## src/rtl/cos_port_pkg.sv

```systemverilog
package cos_port_pkg;
   localparam int          BUS_W      = 8;
   localparam int          ADDR_W     = 3;
   localparam logic [2:0]  OFS_STATUS = 3'd7;
   localparam logic [2:0]  OFS_GAP    = 3'd3;
   localparam int          PEND_BIT   = 6;

   typedef enum logic [1:0] {
      RD_LEVEL  = 2'd0,
      RD_GAP    = 2'd1,
      RD_STATUS = 2'd2
   } rd_kind_e;
endpackage

```

## src/rtl/cos_sync.sv

```systemverilog
module cos_sync #(
   parameter int WIDTH  = 48,
   parameter int STAGES = 2
) (
   input  logic             clk,
   input  logic             rst_n,
   input  logic [WIDTH-1:0] d,
   output logic [WIDTH-1:0] q
);
   if (STAGES < 2) begin : g_bad_stages
      $error("cos_sync needs at least two stages");
   end

   logic [WIDTH-1:0] chain [STAGES];

   always_ff @(posedge clk or negedge rst_n) begin
      if (!rst_n) chain[0] <= '0;
      else        chain[0] <= d;
   end

   for (genvar s = 1; s < STAGES; s++) begin : g_stage
      always_ff @(posedge clk or negedge rst_n) begin
         if (!rst_n) chain[s] <= '0;
         else        chain[s] <= chain[s-1];
      end
   end

   assign q = chain[STAGES-1];
endmodule

```

## src/rtl/cos_group_detect.sv

```systemverilog
module cos_group_detect #(
   parameter int GROUP_W    = 8,
   parameter int NUM_GROUPS = 6,
   localparam int LINES     = GROUP_W * NUM_GROUPS
) (
   input  logic                  clk,
   input  logic                  rst_n,
   input  logic [LINES-1:0]      lvl,
   input  logic [NUM_GROUPS-1:0] arm,
   input  logic                  clr,
   output logic [NUM_GROUPS-1:0] flags
);
   logic [LINES-1:0]      prev_lvl;
   logic [NUM_GROUPS-1:0] hit;

   always_ff @(posedge clk or negedge rst_n) begin
      if (!rst_n) prev_lvl <= '0;
      else        prev_lvl <= lvl;
   end

   for (genvar g = 0; g < NUM_GROUPS; g++) begin : g_grp
      logic armed_hit;

      assign hit[g]    = |(lvl[g*GROUP_W +: GROUP_W] ^ prev_lvl[g*GROUP_W +: GROUP_W]);
      assign armed_hit = hit[g] & arm[g];

      always_ff @(posedge clk or negedge rst_n) begin
         if (!rst_n) flags[g] <= 1'b0;
         else        flags[g] <= (flags[g] & ~clr) | armed_hit;
      end

      // an unarmed or quiet slice never gains a flag
      p_no_set_unarmed_r6: assert property (@(posedge clk) disable iff (!rst_n)
         (!flags[g] && !(hit[g] && arm[g])) |=> !flags[g]);
      // a status read with no new change empties the flag
      p_read_clears_r8: assert property (@(posedge clk) disable iff (!rst_n)
         (clr && !(hit[g] && arm[g])) |=> !flags[g]);
      // an armed change is never dropped, even during a read
      p_change_kept_r9: assert property (@(posedge clk) disable iff (!rst_n)
         (hit[g] && arm[g]) |=> flags[g]);
      // a flag stays until a read takes it
      p_flag_holds_r5: assert property (@(posedge clk) disable iff (!rst_n)
         (flags[g] && !clr) |=> flags[g]);
   end
endmodule

```

## src/rtl/cos_regmap.sv

```systemverilog
module cos_regmap
   import cos_port_pkg::*;
#(
   parameter int GROUP_W     = 8,
   parameter int BANK_GROUPS = 3,
   localparam int NUM_GROUPS = 2 * BANK_GROUPS,
   localparam int LINES      = GROUP_W * NUM_GROUPS
) (
   input  logic [ADDR_W-1:0]     addr,
   input  logic [LINES-1:0]      lvl,
   input  logic [NUM_GROUPS-1:0] flags,
   output logic [BUS_W-1:0]      rdata
);
   if (GROUP_W != BUS_W) begin : g_bad_width
      $error("slice width must equal bus width");
   end
   if (BANK_GROUPS != 3) begin : g_bad_banks
      $error("register map holds three slices per bank");
   end

   rd_kind_e               kind;
   logic [2:0]             gsel;
   logic [BUS_W-1:0]       status;
   logic [GROUP_W-1:0]     byte_sel;

   always_comb begin
      if (addr == OFS_STATUS)   kind = RD_STATUS;
      else if (addr == OFS_GAP) kind = RD_GAP;
      else                      kind = RD_LEVEL;
   end

   assign gsel = addr[2] ? (3'(BANK_GROUPS) + {1'b0, addr[1:0]}) : {1'b0, addr[1:0]};

   always_comb begin
      byte_sel = '0;
      for (int g = 0; g < NUM_GROUPS; g++) begin
         if (gsel == 3'(g)) byte_sel = lvl[g*GROUP_W +: GROUP_W];
      end
   end

   always_comb begin
      status           = '0;
      status[NUM_GROUPS-1:0] = flags;
      status[PEND_BIT] = ~|flags;
   end

   always_comb begin
      case (kind)
         RD_STATUS: rdata = status;
         RD_LEVEL:  rdata = byte_sel;
         default:   rdata = '0;
      endcase
   end
endmodule

```

## src/rtl/cos_input_port.sv

```systemverilog
module cos_input_port
   import cos_port_pkg::*;
#(
   parameter int GROUP_W     = 8,
   parameter int BANK_GROUPS = 3,
   parameter int SYNC_STAGES = 2,
   localparam int NUM_GROUPS = 2 * BANK_GROUPS,
   localparam int LINES      = GROUP_W * NUM_GROUPS
) (
   input  logic             clk,
   input  logic             rst_n,
   input  logic [47:0]      din,
   input  logic [2:0]       addr,
   input  logic             rd_en,
   input  logic             wr_en,
   input  logic [7:0]       wdata,
   output logic [7:0]       rdata,
   output logic             irq
);
   if (LINES != 48) begin : g_bad_lines
      $error("port is built for 48 lines");
   end

   logic [LINES-1:0]      lvl;
   logic [NUM_GROUPS-1:0] arm;
   logic [NUM_GROUPS-1:0] flags;
   logic                  clr;

   cos_sync #(.WIDTH(LINES), .STAGES(SYNC_STAGES)) u_sync (
      .clk(clk), .rst_n(rst_n), .d(din), .q(lvl)
   );

   always_ff @(posedge clk or negedge rst_n) begin
      if (!rst_n)                            arm <= '0;
      else if (wr_en && addr == OFS_STATUS)  arm <= wdata[NUM_GROUPS-1:0];
   end

   assign clr = rd_en && (addr == OFS_STATUS);

   cos_group_detect #(.GROUP_W(GROUP_W), .NUM_GROUPS(NUM_GROUPS)) u_detect (
      .clk(clk), .rst_n(rst_n), .lvl(lvl), .arm(arm), .clr(clr), .flags(flags)
   );

   cos_regmap #(.GROUP_W(GROUP_W), .BANK_GROUPS(BANK_GROUPS)) u_regmap (
      .addr(addr), .lvl(lvl), .flags(flags), .rdata(rdata)
   );

   assign irq = |flags;

   // the request line and the pending bit always disagree
   p_irq_vs_pending_r7: assert property (@(posedge clk) disable iff (!rst_n)
      (addr == OFS_STATUS) |-> (irq == !rdata[PEND_BIT]));
   // the gap offset and the top status bit stay zero
   p_gap_zero_r3: assert property (@(posedge clk) disable iff (!rst_n)
      (addr == OFS_GAP) |-> (rdata == 8'h00));
   p_status_top_zero_r3: assert property (@(posedge clk) disable iff (!rst_n)
      (addr == OFS_STATUS) |-> !rdata[7]);
   // writes elsewhere leave the arm bits alone
   p_arm_stable_r4: assert property (@(posedge clk) disable iff (!rst_n)
      !(wr_en && addr == OFS_STATUS) |=> $stable(arm));
endmodule

```

## config.mk

```make
export PLATFORM = sky130hd
export DESIGN_NAME = cos_input_port
export DESIGN_NICKNAME = d
export VERILOG_FILES = /design/src/rtl/cos_port_pkg.sv /design/src/rtl/cos_sync.sv /design/src/rtl/cos_group_detect.sv /design/src/rtl/cos_regmap.sv /design/src/rtl/cos_input_port.sv
export SDC_FILE = /design/constraint.sdc
export NUM_CORES = 1
export LEC_CHECK = 0
export ABC_AREA = 1
export BUFFER_PORTS_ARGS = -buffer_cell sky130_fd_sc_hd__buf_2
export CAP_MARGIN = 10
export CELL_PAD_IN_SITES_DETAIL_PLACEMENT = 1
export CELL_PAD_IN_SITES_GLOBAL_PLACEMENT = 2
export CORE_MARGIN = 2
export CORE_UTILIZATION = 35
export CTS_CLUSTER_SIZE = 40
export DETAILED_ROUTE_END_ITERATION = 10
export GPL_ROUTABILITY_DRIVEN = 1
export PLACE_DENSITY_LB_ADDON = 0.1
export SLEW_MARGIN = 15
export SYNTH_ARGS = -nofsm -noshare
export SYNTH_HDL_FRONTEND = slang
export SYNTH_SLANG_ARGS = --single-unit
```

## constraint.sdc

```tcl
create_clock -name clk -period 2.6 [get_ports clk]
set_clock_uncertainty 0.15 [all_clocks]
set_input_delay 0.52 -clock clk [delete_from_list [all_inputs] [get_ports clk]]
set_output_delay 0.52 -clock clk [all_outputs]
set_load 0.05 [all_outputs]
```

# After elaboration in Yosys (flattened, before gate mapping)
# Cells that the tools add are included.
[totals] reg_bits=156 word_cells=66
[op_classes] addsub=1 n_eq_ne=8 muxes=10 bitwise_logic=25 reduce_logical=12
[op_table] operator="8-bit two-way mux" count=6
[op_table] operator="8-bit OR reduction" count=6
[op_table] operator="8-bit XOR" count=6
[op_table] operator="8-bit one-hot mux with 2 select lines" count=1
[op_table] operator="1-bit bitwise AND" count=12
[op_table] operator="3-bit by 2-bit == test with 1-bit output (second input constant)" count=3
[op_table] operator="3-bit == test (second input constant)" count=3
[op_table] operator="1-bit OR" count=6
[op_table] operator="6-bit OR reduction" count=1
[op_table] operator="2-bit by 2-bit adder with 3-bit output (first input constant)" count=1
[op_table] operator="3-bit by 1-bit == test with 1-bit output (second input constant)" count=1
[op_table] operator="3-bit logical NOT" count=1
[op_table] operator="3-bit two-way mux" count=1
[op_table] operator="2-bit == test (second input constant)" count=1
[op_table] operator="1-bit logical AND" count=2
[op_table] operator="2-bit logical NOT" count=1
[op_table] operator="2-bit two-way mux" count=1
[op_table] operator="1-bit logical NOT" count=1
[op_table] operator="1-bit two-way mux" count=1
[op_table] operator="1-bit inverter" count=1

# Longest topological paths before layout
[depth] word_depth=10 ltp_mapped=13

# Cells and area by module
# From an unflattened synthesis, not the netlist that was laid out.
[hier_totals] cells_unflattened=570 hier_area_um2=6008.3
[modules_own_cells] module="cos_sync" instances=1 cells_each=144 area_each_um2=2762.6 seq_area_each_um2=2402.3
[modules_own_cells] module="cos_group_detect" instances=1 cells_each=259 area_each_um2=2240.9 seq_area_each_um2=1351.3
[modules_own_cells] module="cos_regmap" instances=1 cells_each=134 area_each_um2=724.4 seq_area_each_um2=0.0
[modules_own_cells] module="cos_input_port" instances=1 cells_each=33 area_each_um2=280.3 seq_area_each_um2=150.1

# Least setup slack after synthesis
# Ideal clock, no wire load.
[synth_timing] path_kind="in2out" startpoint="in addr[0]" endpoint="out rdata[7]" t_arrival_ps=2240 required_ps=1930 path_slack_ps=-310 path_stages=12 n_path_buf=1 cell_sequence="inv_1 > ha_1 > nand2_1 > o21ai_2 > buf_6 > nor2_1 > nand2_1 > inv_2 > nand2_1 > nand4_1 > nor2_1 > nor2_1"
[synth_between] elab_chain_len=10 elab_cells_between_ends=21
[synth_lines] item="from (decl)" line_no="cos_input_port.sv:13" source="input logic [2:0] addr,"
[synth_lines] item="2-bit by 2-bit adder with 3-bit output" line_no="cos_regmap.sv:32" source="assign gsel = addr[2] ? (3'(BANK_GROUPS) + {1'b0, addr[1:0]}) : {1'b0, addr[1:0]};"
[synth_lines] item="3-bit two-way mux" line_no="cos_regmap.sv:32"
[synth_lines] item="3-bit logical NOT" line_no="cos_regmap.sv:37" source="if (gsel == 3'(g)) byte_sel = lvl[g*GROUP_W +: GROUP_W];"
[synth_lines] item="8-bit two-way mux (6 in series)" line_no="cos_regmap.sv:37"
[synth_lines] item="8-bit one-hot mux with 2 select lines *" line_no="cos_regmap.sv:48" source="case (kind)"
[synth_lines] item="to (decl)" line_no="cos_input_port.sv:17" source="output logic [7:0] rdata,"
# Every way passes the cells marked *; elsewhere a longest branch is shown, timed or not.

# Worst setup path after layout
[layout_timing] startpoint="in addr[0]" endpoint="out rdata[5]"
# Same word-level chain as after synthesis.

==> results.ini <==
[power]
p_per_area_nw_per_um2=812
swShare_pct=24.3
peakVddDrop_mv=0.568
p_leak_nw=3.32
switchingPower_w=0.00138
internal_power_w=0.00429
total_power_w=0.00567
p_clk_share_pct=43.2
combPwrFrac_pct=9.9
power_frac_seq_pct=46.9

[drt]
vias_per_cell=4.48
met3_length_um=467
drtPass1Iterations=4
wirelength_um=11300
vias=3398
wl_met1_um=5140
drt_iter0_markers=99
met2_length_um=5470
drc=0
postRouteAntennaNets=0
top_layer=met4
wire_per_inst_um=14.8

[floorplanning]
die_y_um=128
die-area_sq_um=16400
core_sq_um=15100
die_width_um=128
start_util_pct=35.6
rows=45
design.portCount=72

[final_layout]
layout_commonest_cell=dfrtp_1
nFillCells=1617
drive_above_1_share_pct=33.1
synthToLayoutAreaGrowth_pct=29.4
n_antenna_cell=0
nets=624
final_cell_mix=dfrtp_1, nand2_1, buf_2, inv_1, nor2_1
final_util_pct=46.1

[logic_synthesis]
synth_edf_count=0
ys_warn_count=0
syn_area_per_cell_sq_um=12.0
ys_dominant_reg_cell=dfrtp_1
yosysSeqAreaShare_pct=72.4
yosysTopAreaCell=dfrtp_1
yosys_register_bits=156
synth_area_sq_um=5400
synth_area_leaders=dfrtp_1, nand2_1, xnor2_1
postSynthCellCount=448
synthArstFlopShare_pct=100
syn_nets=513
yosys.area.top_type_share_pct=72.4
synth.distinct_cells=30

[timing]
hold_ws_ps=43.3
setup_tns_ps=-592
rsz0062_at_grt=true
max_freq_ghz=0.369
fin_ws_ps=-112
tightest_slew_ps=450
finalMaxSlewViolations=0
min_period_ps=2710
slew_headroom_pct=70.0
hold_violations=0
setup_violations=8
fin_crit_sh_pct=104

[grt]
overflow=0
grt_pass1_wl_um=19100
antenna_found_initial=0
grt_pass1_vias=3743
grt_max_degree=54
grt_usage_pct=15.9

[place]
portBuffers=69
dpl_worst_slack_ps=-372
hpwl_um=8320
place_congestion=0.746

[clock_tree]
cts.path.max_buffers=2
cts_tree=built
clock_latency_ps=420
cts-root-buf=clkbuf_16
htreeDepth=4
cts_num_sinks=156
cts.reportedPaths.clkPinSlew_ps=70
cts_buffers=17

[min_path]
hp-class=in2reg
hp-start=din[3]
hold_depth=1
hold_end=u_sync.chain[51]

[critical_path]
cp-end-kind=primary output
cp-start-kind=input pin
worstPathMaxFanout=8
arrival_ps=2040
rr_endpoint=u_detect.flags[2]
cp.required_ps=1930
reg2reg_depth=5
rrSetupSlack_ps=1090
worstSetupPathType=in2out
r2r-start=u_sync.q[17]

[run]
drv_cap=0

[run_status]
violations=setup timing
status=finished, violations left

-- flip-flops by register name, summed over array words and instances (netlist names) --
register and flops:
u_detect.prev_lvl 48, u_sync.chain 48, u_sync.q 48, arm 6, u_detect.flags 6
-- power groups by stage --
stage | sequential (W) | clock, W | combinational, W
detailed placement | 0.00270 | 0 | 0.000494
global placement | 0.00270 | 0 | 0.000482
finish | 0.00266 | 0.00245 | 0.000562
global route | 0.00267 | 0.00265 | 0.000625
CTS | 0.00266 | 0.00253 | 0.000565
floorplan | 0.00267 | 0 | 0.000290
-- cell families after synthesis --
family / Yosys count / share of synthesized area [%]
muxes: 6 / 1.25
buffers and inverters: 42 / 3.08
AOI/OAI and AO/OA: 27 / 3.08
adders and majority gates: 2 / 0.464
xor gates and xnor gates: 20 / 3.25
and+or+nand+nor: 195 / 16.5
DFF: 156 / 72.4
-- cells in the mapped netlist (5+ instances only) --
cell     count
nor2_1      28
nand3_1     12
or2_2       23
o21ai_0     12
nand2_1    107
inv_1       37
mux2_2       6
dfrtp_1    156
a21oi_1      5
xnor2_1     17
nand4_1     17
-- repair_timing --
action,CTS,global route
buffers inserted,1,2
hold buffers,1,0
setup endpoints to repair,8,8
pin swaps,22,9
resized for setup,49,7
endpoints found under the hold margin,42,0
-- critical path, cell delays in order --
cell and delay, ps:
buf_8 90, inv_6 30, ha_4 260, nand2_4 50
o21ai_4 130, nand2_2 110, nor2_4 190, nand2_1 90
nand2_1 80, inv_1 40, nand4_1 90, nand2_1 110
nand2_2 90, buf_8 140
-- cell type report --
type | instances | area [sq um] | share of cell area (%)
Inverter | 40 | 160 | 2.29
Sequential cell | 156 | 3900 | 55.9
Clock inverter | 11 | 136 | 1.95
Tap cell | 188 | 235 | 3.37
Clock buffer | 20 | 457 | 6.54
Multi-Input combinational cell | 250 | 1420 | 20.4
Timing Repair Buffer | 94 | 667 | 9.55
-- through the flow --
| step | instance area (sq um) | std cells |
|---|---|---|
| after floorplan | 5420 | 448 |
| after global placement | 6170 | 724 |
| after detailed placement | 6170 | 724 |
| after CTS | 6950 | 757 |
| after global routing | 6980 | 759 |
| final | 6980 | 759 |
-- how the worst max path moves through the flow --
stage | slack (ps) | to | cells after the start | startpoint
floorplan | 50 | rdata[7] | 12 | addr[0]
global placement | -330 | rdata[1] | 14 | addr[0]
detailed placement | -370 | rdata[1] | 14 | addr[0]
CTS | -130 | rdata[5] | 14 | addr[0]
global route | -210 | rdata[2] | 14 | addr[0]
finish | -110 | rdata[5] | 14 | addr[0]
-- layer usage --
layer / track usage (%) / up-vias
met5: 0 / -
met4: 5.82 / 0
met3: 6.18 / 11
met2: 25.5 / 61
met1: 19.5 / 1687
li1: - / 1639
Note: power is estimated with default switching activity, not from simulation.
